$ cat src/rtl/regstack_pkg.sv
package regstack_pkg;
  localparam int NUM_REGS = 8;
  localparam int IDX_W    = 3;
  localparam logic [IDX_W-1:0] SP_SLOT = 3'd4;

  // bit 0 = pop direction, bit 1 = whole bank
  typedef enum logic [1:0] {
    OP_PUSH    = 2'd0,
    OP_POP     = 2'd1,
    OP_SAVEALL = 2'd2,
    OP_LOADALL = 2'd3
  } stk_op_e;

  typedef enum logic [1:0] {
    ST_IDLE  = 2'd0,
    ST_STEP  = 2'd1,
    ST_DRAIN = 2'd2
  } seq_state_e;
endpackage

$ cat src/rtl/regstack_ram.sv
module regstack_ram #(
  parameter int DATA_W = 16,
  parameter int DEPTH  = 64,
  localparam int AW    = $clog2(DEPTH)
) (
  input  logic              clk,
  input  logic              en,
  input  logic              we,
  input  logic [AW-1:0]     addr,
  input  logic [DATA_W-1:0] wdata,
  output logic [DATA_W-1:0] rdata
);
  logic [DATA_W-1:0] mem [DEPTH];

  always_ff @(posedge clk) begin
    if (en) begin
      if (we) mem[addr] <= wdata;
      else    rdata     <= mem[addr];
    end
  end
endmodule

$ cat src/rtl/regstack_rf.sv
module regstack_rf
  import regstack_pkg::*;
#(
  parameter int DATA_W = 16
) (
  input  logic              clk,
  input  logic              rst_n,
  input  logic              we,
  input  logic [IDX_W-1:0]  widx,
  input  logic [DATA_W-1:0] wdata,
  input  logic [IDX_W-1:0]  ridx_a,
  output logic [DATA_W-1:0] rdata_a,
  input  logic [IDX_W-1:0]  ridx_b,
  output logic [DATA_W-1:0] rdata_b
);
  logic [DATA_W-1:0] regs [NUM_REGS];

  for (genvar g = 0; g < NUM_REGS; g++) begin : g_entry
    always_ff @(posedge clk) begin
      if (!rst_n)                            regs[g] <= '0;
      else if (we && widx == IDX_W'(g))      regs[g] <= wdata;
    end
  end

  assign rdata_a = regs[ridx_a];
  assign rdata_b = regs[ridx_b];
endmodule

$ cat src/rtl/regstack_ctrl.sv
module regstack_ctrl
  import regstack_pkg::*;
#(
  parameter int DATA_W      = 16,
  parameter int STACK_WORDS = 64,
  localparam int BYTES      = DATA_W / 8,
  localparam int BYTE_SH    = $clog2(BYTES),
  localparam int AW         = $clog2(STACK_WORDS),
  localparam int PTR_W      = AW + BYTE_SH
) (
  input  logic              clk,
  input  logic              rst_n,
  input  logic              cmd_valid,
  input  logic [1:0]        cmd_op,
  input  logic [IDX_W-1:0]  cmd_idx,
  input  logic              host_we,
  input  logic [IDX_W-1:0]  host_idx,
  input  logic [DATA_W-1:0] host_wdata,
  input  logic [DATA_W-1:0] rf_rdata,
  input  logic [DATA_W-1:0] ram_rdata,
  output logic              rf_we,
  output logic [IDX_W-1:0]  rf_widx,
  output logic [DATA_W-1:0] rf_wdata,
  output logic [IDX_W-1:0]  rf_ridx,
  output logic              ram_en,
  output logic              ram_we,
  output logic [AW-1:0]     ram_addr,
  output logic [DATA_W-1:0] ram_wdata,
  output logic [PTR_W-1:0]  sp,
  output logic              busy,
  output logic              done
);
  // pointer arithmetic
  function automatic logic [PTR_W-1:0] ptr_down(input logic [PTR_W-1:0] p);
    return p - PTR_W'(BYTES);
  endfunction
  function automatic logic [PTR_W-1:0] ptr_up(input logic [PTR_W-1:0] p);
    return p + PTR_W'(BYTES);
  endfunction
  function automatic logic [AW-1:0] word_of(input logic [PTR_W-1:0] p);
    return p[PTR_W-1:BYTE_SH];
  endfunction
  // register touched at a given step: bank order up for save, down for restore
  function automatic logic [IDX_W-1:0] step_reg(input logic [1:0] op,
                                                input logic [2:0] step,
                                                input logic [IDX_W-1:0] single);
    if (!op[1])     return single;
    else if (op[0]) return ~step;
    else            return step;
  endfunction

  seq_state_e        state_q;
  logic [1:0]        op_q;
  logic [IDX_W-1:0]  reg_q;
  logic [2:0]        step_q;
  logic [PTR_W-1:0]  sp_q;
  logic [DATA_W-1:0] snap_q;
  logic              wb_v_q;
  logic [IDX_W-1:0]  wb_idx_q;
  logic              done_q;

  // named internal events
  logic             accept, host_ok, step_fire, push_fire, pop_fire, wb_fire, seq_last;
  logic             is_all, is_pop;
  logic [IDX_W-1:0] cur_idx;
  logic [DATA_W-1:0] push_word;

  assign is_all    = op_q[1];
  assign is_pop    = op_q[0];
  assign accept    = (state_q == ST_IDLE) && cmd_valid;
  assign host_ok   = (state_q == ST_IDLE) && host_we;
  assign step_fire = (state_q == ST_STEP);
  assign push_fire = step_fire && !is_pop;
  assign pop_fire  = step_fire && is_pop;
  assign wb_fire   = wb_v_q;
  assign seq_last  = !is_all || (step_q == 3'd7);
  assign cur_idx   = step_reg(op_q, step_q, reg_q);

  always_comb begin
    push_word = rf_rdata;
    if (cur_idx == SP_SLOT) push_word = is_all ? snap_q : DATA_W'(sp_q);
  end

  assign rf_ridx   = cur_idx;
  assign ram_en    = step_fire;
  assign ram_we    = push_fire;
  assign ram_addr  = push_fire ? word_of(ptr_down(sp_q)) : word_of(sp_q);
  assign ram_wdata = push_word;

  assign rf_we    = wb_fire || host_ok;
  assign rf_widx  = wb_fire ? wb_idx_q : host_idx;
  assign rf_wdata = wb_fire ? ram_rdata : host_wdata;

  always_ff @(posedge clk) begin
    if (!rst_n) begin
      sp_q <= '0;
    end else if (host_ok && host_idx == SP_SLOT) begin
      sp_q <= host_wdata[PTR_W-1:0];
    end else if (push_fire) begin
      sp_q <= ptr_down(sp_q);
    end else if (pop_fire) begin
      sp_q <= ptr_up(sp_q);
    end else if (wb_fire && wb_idx_q == SP_SLOT) begin
      sp_q <= ram_rdata[PTR_W-1:0];
    end
  end

  always_ff @(posedge clk) begin
    if (!rst_n) snap_q <= '0;
    else if (step_fire && step_q == 3'd0) snap_q <= DATA_W'(sp_q);
  end

  always_ff @(posedge clk) begin
    if (!rst_n) begin
      wb_v_q   <= 1'b0;
      wb_idx_q <= '0;
    end else begin
      wb_v_q   <= pop_fire && !(is_all && cur_idx == SP_SLOT);
      wb_idx_q <= cur_idx;
    end
  end

  always_ff @(posedge clk) begin
    if (!rst_n) begin
      state_q <= ST_IDLE;
      op_q    <= 2'd0;
      reg_q   <= '0;
      step_q  <= '0;
      done_q  <= 1'b0;
    end else begin
      done_q <= 1'b0;
      case (state_q)
        ST_IDLE: if (accept) begin
          op_q    <= cmd_op;
          reg_q   <= cmd_idx;
          step_q  <= '0;
          state_q <= ST_STEP;
        end
        ST_STEP: begin
          step_q <= step_q + 3'd1;
          if (seq_last) begin
            state_q <= is_pop ? ST_DRAIN : ST_IDLE;
            done_q  <= !is_pop;
          end
        end
        ST_DRAIN: begin
          state_q <= ST_IDLE;
          done_q  <= 1'b1;
        end
        default: state_q <= ST_IDLE;
      endcase
    end
  end

  assign sp   = sp_q;
  assign busy = (state_q != ST_IDLE);
  assign done = done_q;

  // each push step lowers the pointer by one word
  p_push_lowers_sp_r1: assert property (@(posedge clk) disable iff (!rst_n)
    push_fire |=> sp_q == PTR_W'($past(sp_q) - PTR_W'(BYTES)));
  // each pop step raises the pointer by one word
  p_pop_raises_sp_r2: assert property (@(posedge clk) disable iff (!rst_n)
    pop_fire |=> sp_q == PTR_W'($past(sp_q) + PTR_W'(BYTES)));
  // the pointer slot read during a bulk restore is never written back
  p_restore_skips_sp_r6: assert property (@(posedge clk) disable iff (!rst_n)
    (pop_fire && is_all && cur_idx == SP_SLOT) |=> !wb_fire);
  // done lasts one cycle
  p_done_single_r7: assert property (@(posedge clk) disable iff (!rst_n)
    done_q |=> !done_q);
  // done follows a busy cycle and comes with busy low
  p_done_after_busy_r7: assert property (@(posedge clk) disable iff (!rst_n)
    done_q |-> (!busy && $past(busy)));
  // a command while busy leaves the captured command untouched
  p_busy_ignores_cmd_r8: assert property (@(posedge clk) disable iff (!rst_n)
    (busy && cmd_valid) |=> ($stable(op_q) && $stable(reg_q)));
  // memory writes only happen inside a sequence
  p_ram_write_in_seq_r9: assert property (@(posedge clk) disable iff (!rst_n)
    ram_we |-> busy);
endmodule

$ cat src/rtl/regstack_seq.sv
module regstack_seq
  import regstack_pkg::*;
#(
  parameter int  DATA_W      = 16,
  parameter int  STACK_WORDS = 64,
  localparam int PTR_W       = $clog2(STACK_WORDS) + $clog2(DATA_W / 8)
) (
  input  logic              clk,
  input  logic              rst_n,
  input  logic              cmd_valid,
  input  logic [1:0]        cmd_op,
  input  logic [2:0]        cmd_reg,
  input  logic              reg_we,
  input  logic [2:0]        reg_widx,
  input  logic [DATA_W-1:0] reg_wdata,
  input  logic [2:0]        reg_ridx,
  output logic [DATA_W-1:0] reg_rdata,
  output logic [PTR_W-1:0]  stack_ptr,
  output logic              busy,
  output logic              done
);
  localparam int AW = $clog2(STACK_WORDS);

  logic              rf_we;
  logic [IDX_W-1:0]  rf_widx, rf_ridx;
  logic [DATA_W-1:0] rf_wdata, rf_host_rd, rf_seq_rd;
  logic              ram_en, ram_we;
  logic [AW-1:0]     ram_addr;
  logic [DATA_W-1:0] ram_wdata, ram_rdata;
  logic [PTR_W-1:0]  sp;

  regstack_rf #(.DATA_W(DATA_W)) u_rf (
    .clk(clk), .rst_n(rst_n),
    .we(rf_we), .widx(rf_widx), .wdata(rf_wdata),
    .ridx_a(reg_ridx), .rdata_a(rf_host_rd),
    .ridx_b(rf_ridx), .rdata_b(rf_seq_rd)
  );

  regstack_ram #(.DATA_W(DATA_W), .DEPTH(STACK_WORDS)) u_ram (
    .clk(clk), .en(ram_en), .we(ram_we), .addr(ram_addr),
    .wdata(ram_wdata), .rdata(ram_rdata)
  );

  regstack_ctrl #(.DATA_W(DATA_W), .STACK_WORDS(STACK_WORDS)) u_ctrl (
    .clk(clk), .rst_n(rst_n),
    .cmd_valid(cmd_valid), .cmd_op(cmd_op), .cmd_idx(cmd_reg),
    .host_we(reg_we), .host_idx(reg_widx), .host_wdata(reg_wdata),
    .rf_rdata(rf_seq_rd), .ram_rdata(ram_rdata),
    .rf_we(rf_we), .rf_widx(rf_widx), .rf_wdata(rf_wdata), .rf_ridx(rf_ridx),
    .ram_en(ram_en), .ram_we(ram_we), .ram_addr(ram_addr), .ram_wdata(ram_wdata),
    .sp(sp), .busy(busy), .done(done)
  );

  assign reg_rdata = (reg_ridx == SP_SLOT) ? DATA_W'(sp) : rf_host_rd;
  assign stack_ptr = sp;
endmodule

$ cat config.mk
export PLATFORM = sky130hd
export DESIGN_NAME = regstack_seq
export DESIGN_NICKNAME = d
export VERILOG_FILES = /design/src/rtl/regstack_pkg.sv /design/src/rtl/regstack_ram.sv /design/src/rtl/regstack_rf.sv /design/src/rtl/regstack_ctrl.sv /design/src/rtl/regstack_seq.sv
export SDC_FILE = /design/constraint.sdc
export NUM_CORES = 1
export LEC_CHECK = 0
export CAP_MARGIN = 20
export CORE_MARGIN = 1.5
export CORE_UTILIZATION = 51
export CTS_CLUSTER_DIAMETER = 30
export DETAILED_ROUTE_END_ITERATION = 8
export DONT_BUFFER_PORTS = 1
export GPL_TIMING_DRIVEN = 0
export PLACE_DENSITY_LB_ADDON = 0.1
export RECOVER_POWER = 50
export SYNTH_ARGS = -nofsm -noshare
export SYNTH_HDL_FRONTEND = slang
export SYNTH_SLANG_ARGS = --single-unit
$ cat constraint.sdc
create_clock -name clk -period 9 [get_ports clk]
set_input_delay 1.35 -clock clk [delete_from_list [all_inputs] [get_ports clk]]
set_output_delay 1.35 -clock clk [all_outputs]
set_load 0.005 [all_outputs]
# Word-level counts from Yosys, hierarchy flattened
# Memory sizes are Yosys's and may differ from the RTL's. A register that Yosys moved wholly into a read port is not among the register bits.
# Index checks and enable logic that the tools add are counted.
[word_totals]
n_memories = 2
in_bits = 31
ramBits = 1152
regBits = 29
[memory_table]
columns = ["memory", "words", "width", "rd", "rd_clocked_by_memory_dff", "write_ports", "line", "source"]
rows = [
  ["u_ram.mem", 64, 16, 1, 1, 1, "regstack_ram.sv:13", "logic [DATA_W-1:0] mem [DEPTH];"],
  ["u_rf.regs", 8, 16, 2, 0, 8, "regstack_rf.sv:16", "logic [DATA_W-1:0] regs [NUM_REGS];"],
]
[classes]
addsub = 3
n_eq_ne = 16
bitwise = 10
n_reduce_logical = 32
mux = 56
[ops]
columns = ["cell", "count"]
rows = [
  ["2-to-1 mux 16 bit", 11],
  ["2-to-1 mux 7 bit", 5],
  ["2-to-1 mux 1 bit", 29],
  ["== test 3 bit (second input constant)", 9],
  ["logical AND 1 bit", 17],
  ["2-to-1 mux 3 bit", 4],
  ["OR 1 bit", 8],
  ["AND reduction 2 bit", 4],
  ["adder 7 x 2 -> 7 bit (second input constant)", 1],
  ["subtractor 7 x 2 -> 7 bit (second input constant)", 1],
  ["== test 3 x 2 -> 1 bit (second input constant)", 2],
  ["logical NOT 3 bit", 2],
  ["2-to-1 mux 2 bit", 3],
  ["2-to-1 mux 6 bit", 1],
  ["case mux 3 bit (2 select lines)", 1],
  ["case mux 2 bit (2 select lines)", 1],
  ["nonzero test 2 bit", 2],
  ["nonzero test 4 bit", 1],
  ["adder 3 x 1 -> 3 bit (second input constant)", 1],
  ["== test 3 x 1 -> 1 bit (second input constant)", 1],
  ["logical NOT 1 bit", 3],
  ["inverter 3 bit", 1],
  ["== test 2 x 1 -> 1 bit (second input constant)", 1],
  ["== test 2 bit (second input constant)", 1],
  ["6 further kinds", 7],
]

# Longest topological paths before layout
# Gate-level depths: netlist of run 1.
[logic_depth]
ltp_word = 8
mapped_depth = 13
depth_no_buf = 9

# Modules after synthesis
# From an unflattened synthesis of run 1, not the netlist that was laid out.
[hier_totals]
cells_unflattened = 2975
area_unflattened_um2 = 49234.7
[modules_own_cells]
columns = ["mod", "seq_area_each_um2", "instances", "area_each_um2", "cells_per_inst"]
rows = [
  ["regstack_ram", 31230.0, 1, 40008.4, 2272],
  ["regstack_rf", 3843.7, 1, 6880.3, 431],
  ["regstack_ctrl", 580.6, 1, 2180.8, 254],
  ["regstack_seq", 0.0, 1, 165.2, 18],
]

# Worst setup path before layout of run 1
# OpenSTA, ideal clock, no wires.
[synth_timing]
path_type = "reg2reg"
from = "register u_ctrl.op_q[0]"
to = "memory u_ram.mem[0][4], data pin"
path_buffers = 3
synth_period_minus_slack_ns = 5.069
path_stages_with_launch = 10
t_arrival_ns = 4.367
t_required_ns = 8.298
setup_slack_ns = 3.931
setup_time_ns = 0.702
path_cell_list = "dfxtp_1 buf_2 xnor2_1 a21o_1 clkbuf_1 clkbuf_1 nand2_1 a21oi_1 a21oi_1 o21ai_0"
[synth_via]
elab_chain_cells = 4
[synth_lines]
columns = ["item", "line", "source"]
rows = [
  ["start: declaration", "regstack_ctrl.sv:53", "logic [1:0] op_q;"],
  ["start signal: assignment", "regstack_ctrl.sv:134", "op_q <= cmd_op;"],
  ["2-to-1 mux 3 bit (*)", "regstack_ctrl.sv:48", "else if (op[0]) return ~step;"],
  ["2-to-1 mux 3 bit (*)", "regstack_ctrl.sv:47", "if (!op[1]) return single;"],
  ["memory (8 x 16 bit) or == test 3 bit (tied branches)", "n/a", ""],
  ["2-to-1 mux 16 bit (*)", "regstack_ctrl.sv:81", "if (cur_idx == SP_SLOT) push_word = is_all ? snap_q : DATA_W'(sp_q);"],
  ["named net ram_wdata[4]", "regstack_seq.sv:29", "logic [DATA_W-1:0] ram_wdata, ram_rdata;"],
  ["end: declaration", "regstack_ram.sv:13", ""],
]
# The timed path passes the listed nets; every way through them passes the cells marked *.

# Worst setup path in the final report of run 1
[layout_timing]
from = "register u_ctrl.op_q[0]"
to = "memory u_ram.mem[61][6], data pin"
# The elaborated chain is that of the path after synthesis.

==> Flow_metrics.wiki, run 1 <==
{| class="wikitable"
! Metric !! Value
|-
| Outcome || finished, violations left
|-
| Failing checks || capacitance limit, slew limit
|-
| Post-DR wirelength/cell || 30.1 um
|-
| Number of antenna violations at the first check in global routing || 15
|-
| Layout cell share with drive strength beyond 1 || 0.172
|-
| Mapped cell area || 47900 um^2
|-
| Core region area || 93200 um^2
|-
| Crit path time final || 6.63 ns
|-
| Data arrival time of the critical path || 6.64 ns
|-
| Hold Crit Class || reg -> reg
|-
| Endpoint of the most critical setup path || u_ram.mem[61][6]$_DFFE_PP_
|-
| Clock tree from TritonCTS || done
|-
| Cts repair resizes || 0
|-
| Final setup slack of the worst path || 2.37 ns
|-
| Count of flip-flops with a built-in enable after synthesis || 1152
|-
| Synthesized Nets || 3036
|-
| Kind of capture point of the worst setup path || flip-flop
|-
| FF-to-FF path depth || 9
|-
| Inserted Clock Buffers || 208
|-
| Crit path required time || 9.00 ns
|-
| Power density over the cells || 301 nW/um^2
|-
| Slew headroom || -1.68
|-
| Number of max-slew violations in the final report || 670
|-
| 1st-iter DRT viols || 3831
|-
| Post-DRT Antenna Nets || 0
|-
| Largest area contributor in the netlist || sky130_fd_sc_hd__edfxtp_1
|-
| Post-layout total power || 17.4 mW
|-
| Via count of the routed design || 29100
|-
| Final design area excluding fillers || 57900 um^2
|-
| Dpl cell area || 51600 um^2
|-
| CTS clock-pin slew for the worst setup and hold paths || 0.05 ns
|-
| Maximum count of clock buffers along a single path || 3
|-
| Via/cell ratio || 6.13
|-
| Clock Sinks || 1181
|-
| Kind of critical path || reg -> reg
|-
| Ys flop type || sky130_fd_sc_hd__edfxtp_1
|-
| Max Clock Freq || 0.151 GHz
|-
| IR drop worst, VDD || 192 uV
|-
| Post-layout net count || 3347
|-
| Setup repair after global routing missed its margin || false
|-
| Sequential cell area || 35200 um^2
|-
| Number of global-route vias before repair || 28700
|-
| Count of buffers inserted at the top-level ports || 0
|-
| Sequential area share after synthesis || 0.735
|-
| Synth unique cells || 59
|-
| Die Area || 95700 um^2
|-
| Area share of the largest cell type after synthesis || 0.722
|-
| Minimum setup slack among reg-to-reg paths || 2.37 ns
|-
| Total grt overflow || 0
|-
| Hold buffer count at CTS || 0
|-
| Leakage dissipation || 21.2 nW
|-
| Chip width || 309 um
|-
| All-Layer GR Usage || 0.300
|-
| Final setup viols || 0
|-
| Worst r2r dst || u_ram.mem[61][6]$_DFFE_PP_
|-
| Max Fanout on Critical Path || 22
|-
| Clock insertion delay at the later pin of the skew report || 0.80 ns
|-
| Initial cell density of the core || 0.514
|-
| Height of the die || 309 um
|-
| Multi-input gate area in the final layout || 11900 um^2
|-
| Total Neg Setup Slack || 0 ns
|-
| Setup WS pre-CTS || 3.84 ns
|-
| Final clock period utilization by the worst path || 0.737
|-
| Biggest area contributors in the synthesized netlist || sky130_fd_sc_hd__edfxtp_1 (72%), sky130_fd_sc_hd__mux2i_1 (11%), sky130_fd_sc_hd__o22ai_1 (3.6%), sky130_fd_sc_hd__nor2_1 (2.0%), sky130_fd_sc_hd__mux4_2 (1.4%)
|-
| Worst clock skew || 0.0304 ns
|-
| Most frequent standard cell in the layout excluding fill and tap cells || sky130_fd_sc_hd__edfxtp_1
|-
| Area Overhead vs Synth || 20.9%
|-
| Post-CTS setup-driven buffer insertion count || 0
|-
| Yosys Warn Count || 0
|-
| CP startpoint || u_ctrl.op_q[0]$_SDFFE_PN0P_
|-
| GPL Wtd Cong || 0.926
|-
| Layout filler cell count || 6759
|-
| Iteration count of the initial detailed-routing pass || 6
|-
| Startpoint Class || flip-flop
|-
| Number of H-tree levels || 4
|-
| RR Startpoint || u_ctrl.op_q[0]$_SDFFE_PN0P_
|-
| Total Wirelength || 143000 um
|-
| Global-route wire length before repair || 202000 um
|-
| Largest net degree at the start of global routing || 40
|-
| Tightest Pin Transition || 3.98 ns
|-
| Highest-count cells in the layout ignoring fill and taps || sky130_fd_sc_hd__edfxtp_1 (1152), sky130_fd_sc_hd__mux2i_1 (550), sky130_fd_sc_hd__o22ai_1 (272)
|-
| Final-report hold violation count || 0
|-
| Library cell used as clock root buffer || sky130_fd_sc_hd__clkbuf_16
|-
| Ports || 56
|-
| Residual DRC count || 0
|-
| Post-synthesis average cell area || 16.0 um^2
|-
| Number of violations of the max-capacitance limit || 27
|-
| Final HPWL DP || 97100 um
|-
| Number of instances in the synthesized netlist || 2995
|-
| Row count || 112
|-
| #FFs+latches synth || 1181
|-
| Asr flop ratio synth || 0
|}
-- how the worst min path moves through the flow --
stage | start | endpoint | slack, ns | depth (start not counted)
finish | u_ctrl.reg_q[0]$_SDFFE_PN0P_ | u_ctrl.reg_q[0]$_SDFFE_PN0P_ | 0.48 | 2
detailed placement | u_ctrl.reg_q[0]$_SDFFE_PN0P_ | u_ctrl.reg_q[0]$_SDFFE_PN0P_ | 0.47 | 2
global route | u_ctrl.reg_q[0]$_SDFFE_PN0P_ | u_ctrl.reg_q[0]$_SDFFE_PN0P_ | 0.52 | 2
CTS | u_ctrl.reg_q[0]$_SDFFE_PN0P_ | u_ctrl.reg_q[0]$_SDFFE_PN0P_ | 0.48 | 2
global placement | u_ctrl.reg_q[0]$_SDFFE_PN0P_ | u_ctrl.reg_q[0]$_SDFFE_PN0P_ | 0.46 | 2
floorplan | u_ctrl.reg_q[2]$_SDFFE_PN0P_ | u_ctrl.reg_q[2]$_SDFFE_PN0P_ | 0.44 | 2
-- stage by stage --
stage,utilization,std cells,hold slack (ns)
after detailed placement,0.554,4348,0.470
after global placement,0.531,4249,0.464
after CTS,0.631,4745,0.477
after global routing,0.621,4747,0.519
final,0.621,4749,0.485
after floorplan,-,2995,0.440
-- area by class of cell --
type / count / share of cell area
Antenna cell: 2 / 0.0000864
Multi-Input combinational cell: 1616 / 0.206
Timing Repair Buffer: 101 / 0.0213
Tap cell: 1254 / 0.0271
Clock inverter: 165 / 0.0322
Clock buffer: 232 / 0.0914
Sequential cell: 1181 / 0.607
Buffer: 186 / 0.0142
Inverter: 12 / 0.000778
-- worst max-delay path, cell delays in order, from the launching register on --
cell	delay, ns
sky130_fd_sc_hd__dfxtp_1	0.31
sky130_fd_sc_hd__clkbuf_1	0.36
sky130_fd_sc_hd__xnor2_1	0.21
sky130_fd_sc_hd__a21o_1	0.39
sky130_fd_sc_hd__clkbuf_1	0.59
sky130_fd_sc_hd__clkbuf_1	0.61
sky130_fd_sc_hd__nand2_1	0.12
sky130_fd_sc_hd__a21oi_1	0.17
sky130_fd_sc_hd__a21oi_1	0.10
sky130_fd_sc_hd__o21ai_0	2.97
-- cells by family after synthesis --
group	Yosys count	synth area share
AO/OA/AOI/OAI	519	0.0646
XOR/XNOR	14	0.00303
adder cells (fa/ha/maj)	10	0.00261
buffers and inverters	198	0.0188
flip-flops	1181	0.735
multiplexers	598	0.133
AND/OR/NAND/NOR	475	0.0431
-- power by group --
group / internal, mW / switching (mW) / leakage, nW / total [mW]
clock network: 5.02 / 2.85 / 3.43 / 7.88
registers: 6.48 / 0.0384 / 10.8 / 6.52
logic: 0.871 / 2.18 / 6.89 / 3.05
-- layer usage --
layer / up-vias / global-route usage / wire, um
li1: 12400 / - / -
met4: 6 / 0.120 / 5740
met1: 14900 / 0.413 / 58400
met3: 303 / 0.0594 / 12700
met5: - / 0 / 39
met2: 1421 / 0.471 / 66300
-- registers in the layout, summed over array words and instances, names as in the netlist --
name             flops
u_ctrl.wb_fire       1
u_ram.mem         1024
u_ctrl.reg_q         3
u_ctrl.wb_idx_q      3
u_ctrl.op_q          2
u_ctrl.sp            7
u_rf.regs          112
u_ctrl.step_q        3
u_ctrl.snap_q        7
u_ctrl.state_q       2
u_ctrl.done          1
u_ram.rdata         16
-- Yosys cell counts (20+ instances only) --
cell,number
sky130_fd_sc_hd__a21oi_1,53
sky130_fd_sc_hd__buf_2,83
sky130_fd_sc_hd__nor2_1,261
sky130_fd_sc_hd__o21ai_0,94
sky130_fd_sc_hd__edfxtp_1,1152
sky130_fd_sc_hd__nor2b_1,20
sky130_fd_sc_hd__dfxtp_1,29
sky130_fd_sc_hd__o21ai_1,56
sky130_fd_sc_hd__nand2_1,117
sky130_fd_sc_hd__mux2i_1,550
sky130_fd_sc_hd__o22ai_1,272
sky130_fd_sc_hd__mux4_2,30
sky130_fd_sc_hd__clkbuf_1,85
sky130_fd_sc_hd__nand3_1,22
(Power assumes the default switching activity.)
==> run 2: changes to the inputs <==
==> constraint.sdc (replaced) <==
create_clock -name clk -period 5.77 [get_ports clk]
set_input_delay 0.8655 -clock clk [delete_from_list [all_inputs] [get_ports clk]]
set_output_delay 0.8655 -clock clk [all_outputs]
set_load 0.005 [all_outputs]
==> run 2 against run 1 <==
Net effect:
- the run still ends with capacitance limit, slew limit left
- design area is 0.48% higher
- sequential cell count unchanged
- non-clock buffer count did not move
- hold slack got worse by 0.24 ns
- largest power group unchanged
- setup slack lost 1.9 ns
- register-to-register slack lost 1.9 ns
- critical path type unchanged
- global-route usage unchanged
==> Flow_metrics.wiki, run 2 (synthesis gave the netlist of run 1 again) <==
{| class="wikitable"
! Metric !! Value
|-
| Portion of total power attributed to combinational logic || 0.178
|-
| Data arrival time of the critical path || 5.81 ns
|-
| Count of buffers inserted at the top-level ports || 0
|-
| Critical Path Slowest Stage Cell || sky130_fd_sc_hd__clkbuf_1
|-
| Highest-count cells in the layout ignoring fill and taps || sky130_fd_sc_hd__edfxtp_1 (1152), sky130_fd_sc_hd__mux2i_1 (550), sky130_fd_sc_hd__o22ai_1 (272)
|-
| Cts repair resizes || 0
|-
| Failing checks || capacitance limit, slew limit
|-
| Clock tree from TritonCTS || done
|-
| Final-report hold violation count || 0
|-
| Largest stage delay on the critical path || 0.90 ns
|-
| Library cell used as clock root buffer || sky130_fd_sc_hd__clkbuf_16
|-
| Multi-input gate area in the final layout || 11900 um^2
|-
| Max FFs per register || 1024
|-
| Leakage dissipation || 21.3 nW
|-
| Number of violations of the max-capacitance limit || 19
|-
| Post-DR wirelength/cell || 30.1 um
|-
| Slew headroom || -0.832
|-
| Kind of cell with the highest combined delay on the critical path || buffers and inverters
|-
| Core region area || 93200 um^2
|-
| Layout cell share with drive strength beyond 1 || 0.178
|-
| Share of power burned in the clock network || 0.450
|-
| Ports || 56
|-
| Number of max-slew violations in the final report || 412
|-
| Number of antenna violations at the first check in global routing || 15
|-
| Startpoint Class || flip-flop
|-
| Final design area excluding fillers || 58200 um^2
|-
| Area Overhead vs Synth || 21.5%
|-
| All-Layer GR Usage || 0.300
|-
| Setup repair after global routing missed its margin || false
|-
| Sequential cell area || 35200 um^2
|-
| Total Wirelength || 143000 um
|-
| IR drop worst, VDD || 299 uV
|-
| Most frequent standard cell in the layout excluding fill and tap cells || sky130_fd_sc_hd__edfxtp_1
|-
| Library cell appearing most often on the critical path || sky130_fd_sc_hd__clkbuf_1
|-
| Iteration count of the initial detailed-routing pass || 6
|-
| Post-layout net count || 3347
|-
| Kind of critical path || reg -> reg
|-
| Net switching power || 7.90 mW
|-
| Minimum setup slack among reg-to-reg paths || 0.51 ns
|-
| Via/cell ratio || 6.15
|-
| Kind of capture point of the worst setup path || flip-flop
|-
| Switching share of total power || 0.290
|-
| Setup WS pre-CTS || 0.914 ns
|-
| Die Area || 95700 um^2
|-
| Number of global-route vias before repair || 28700
|-
| GPL Wtd Cong || 0.926
|-
| Post-DRT Antenna Nets || 0
|-
| Initial cell density of the core || 0.514
|-
| Chip width || 309 um
|-
| List of cells traversed by the critical path || inv_1 > ha_1 > buf_6 > nor2b_1 > clkbuf_1 > o21ai_0 > a22oi_2 > buf_4 > clkbuf_1 > nand2b_1 > clkbuf_1 > nor2_1 > buf_6
|-
| Final clock period utilization by the worst path || 0.911
|-
| Power Internal || 19.4 mW
|-
| Height of the die || 309 um
|-
| CTS clock-pin slew for the worst setup and hold paths || 0.05 ns
|-
| Max Fanout on Critical Path || 10
|-
| Crit path required time || 6.32 ns
|-
| Maximum count of clock buffers along a single path || 3
|-
| Global-route wire length before repair || 202000 um
|-
| Hold buffer count at CTS || 0
|-
| Residual DRC count || 0
|-
| Final HPWL DP || 97100 um
|-
| Flop pwr share || 0.372
|-
| Total grt overflow || 0
|-
| Max Clock Freq || 0.190 GHz
|-
| Tightest Pin Transition || 2.72 ns
|-
| Largest registers || u_ram.mem (1024), u_rf.regs (112), u_ram.rdata (16)
|-
| Largest net degree at the start of global routing || 40
|-
| Dpl cell area || 51600 um^2
|-
| Final setup slack of the worst path || 0.511 ns
|-
| Via count of the routed design || 29200
|-
| Clock Sinks || 1181
|-
| Crit path time final || 5.26 ns
|-
| 1st-iter DRT viols || 3833
|-
| Clock insertion delay at the later pin of the skew report || 0.80 ns
|-
| Power density over the cells || 469 nW/um^2
|-
| Worst clock skew || 0.0245 ns
|-
| Final setup viols || 0
|-
| Worst Path Buf+Inv || 7
|-
| Post-CTS setup-driven buffer insertion count || 0
|-
| Hold Crit Class || in -> reg
|-
| Outcome || finished, violations left
|-
| Row count || 112
|-
| Reg with most FFs || u_ram.mem
|-
| Number of H-tree levels || 4
|-
| Inserted Clock Buffers || 208
|-
| Layout filler cell count || 6719
|}
## run 2: final timing paths
path,startpoint,endpoint,cells after the start
min reg2reg,u_ctrl.reg_q[0]$_SDFFE_PN0P_,u_ctrl.reg_q[0]$_SDFFE_PN0P_,2
max,u_ctrl.state_q[1]$_SDFFE_PN0P_,u_ram.mem[13][13]$_DFFE_PP_,13
max reg2reg,u_ctrl.state_q[1]$_SDFFE_PN0P_,u_ram.mem[13][13]$_DFFE_PP_,13
min,cmd_reg[1],u_ctrl.reg_q[1]$_SDFFE_PN0P_,2
## run 2: cell type report
| type | count | share of cell area |
|---|---|---|
| Antenna cell | 2 | 0.0000860 |
| Buffer | 186 | 0.0145 |
| Clock buffer | 232 | 0.0910 |
| Clock inverter | 165 | 0.0321 |
| Inverter | 12 | 0.000774 |
| Multi-Input combinational cell | 1616 | 0.205 |
| Sequential cell | 1181 | 0.605 |
| Tap cell | 1254 | 0.0270 |
| Timing Repair Buffer | 101 | 0.0249 |
## run 2: power groups by stage
| stage | Combinational, mW | Clock, mW | Sequential (mW) |
|---|---|---|---|
| after detailed placement | 4.92 | 0 | 10.3 |
| final | 4.85 | 12.3 | 10.1 |
| after global placement | 4.44 | 0 | 10.5 |
| after global routing | 5.00 | 12.7 | 10.1 |
| after CTS | 4.94 | 12.4 | 10.1 |
| after floorplan | 2.61 | 0 | 10.3 |
## run 2: per-layer routing
| metal | track usage | wire length [um] | vias to the layer above |
|---|---|---|---|
| met3 | 0.0594 | 13000 | 296 |
| met4 | 0.120 | 5580 | 8 |
| met5 | 0 | 48 | - |
| li1 | - | - | 12400 |
| met1 | 0.413 | 58100 | 15000 |
| met2 | 0.471 | 66500 | 1494 |
## run 2: stage by stage
stage / power [mW] / hold WS (ns) / utilization / instances / TNS [ns]
5_1_grt: 27.9 / 0.244 / 0.624 / 4747 / 0
3_5_place_dp: 15.2 / 0.470 / 0.554 / 4348 / 0
6_report: 27.3 / 0.248 / 0.624 / 4749 / 0
2_1_floorplan: 12.9 / 0.440 / - / 2995 / 0
3_3_place_gp: 14.9 / 0.464 / 0.531 / 4249 / -3258.37
4_1_cts: 27.4 / 0.213 / 0.631 / 4745 / 0
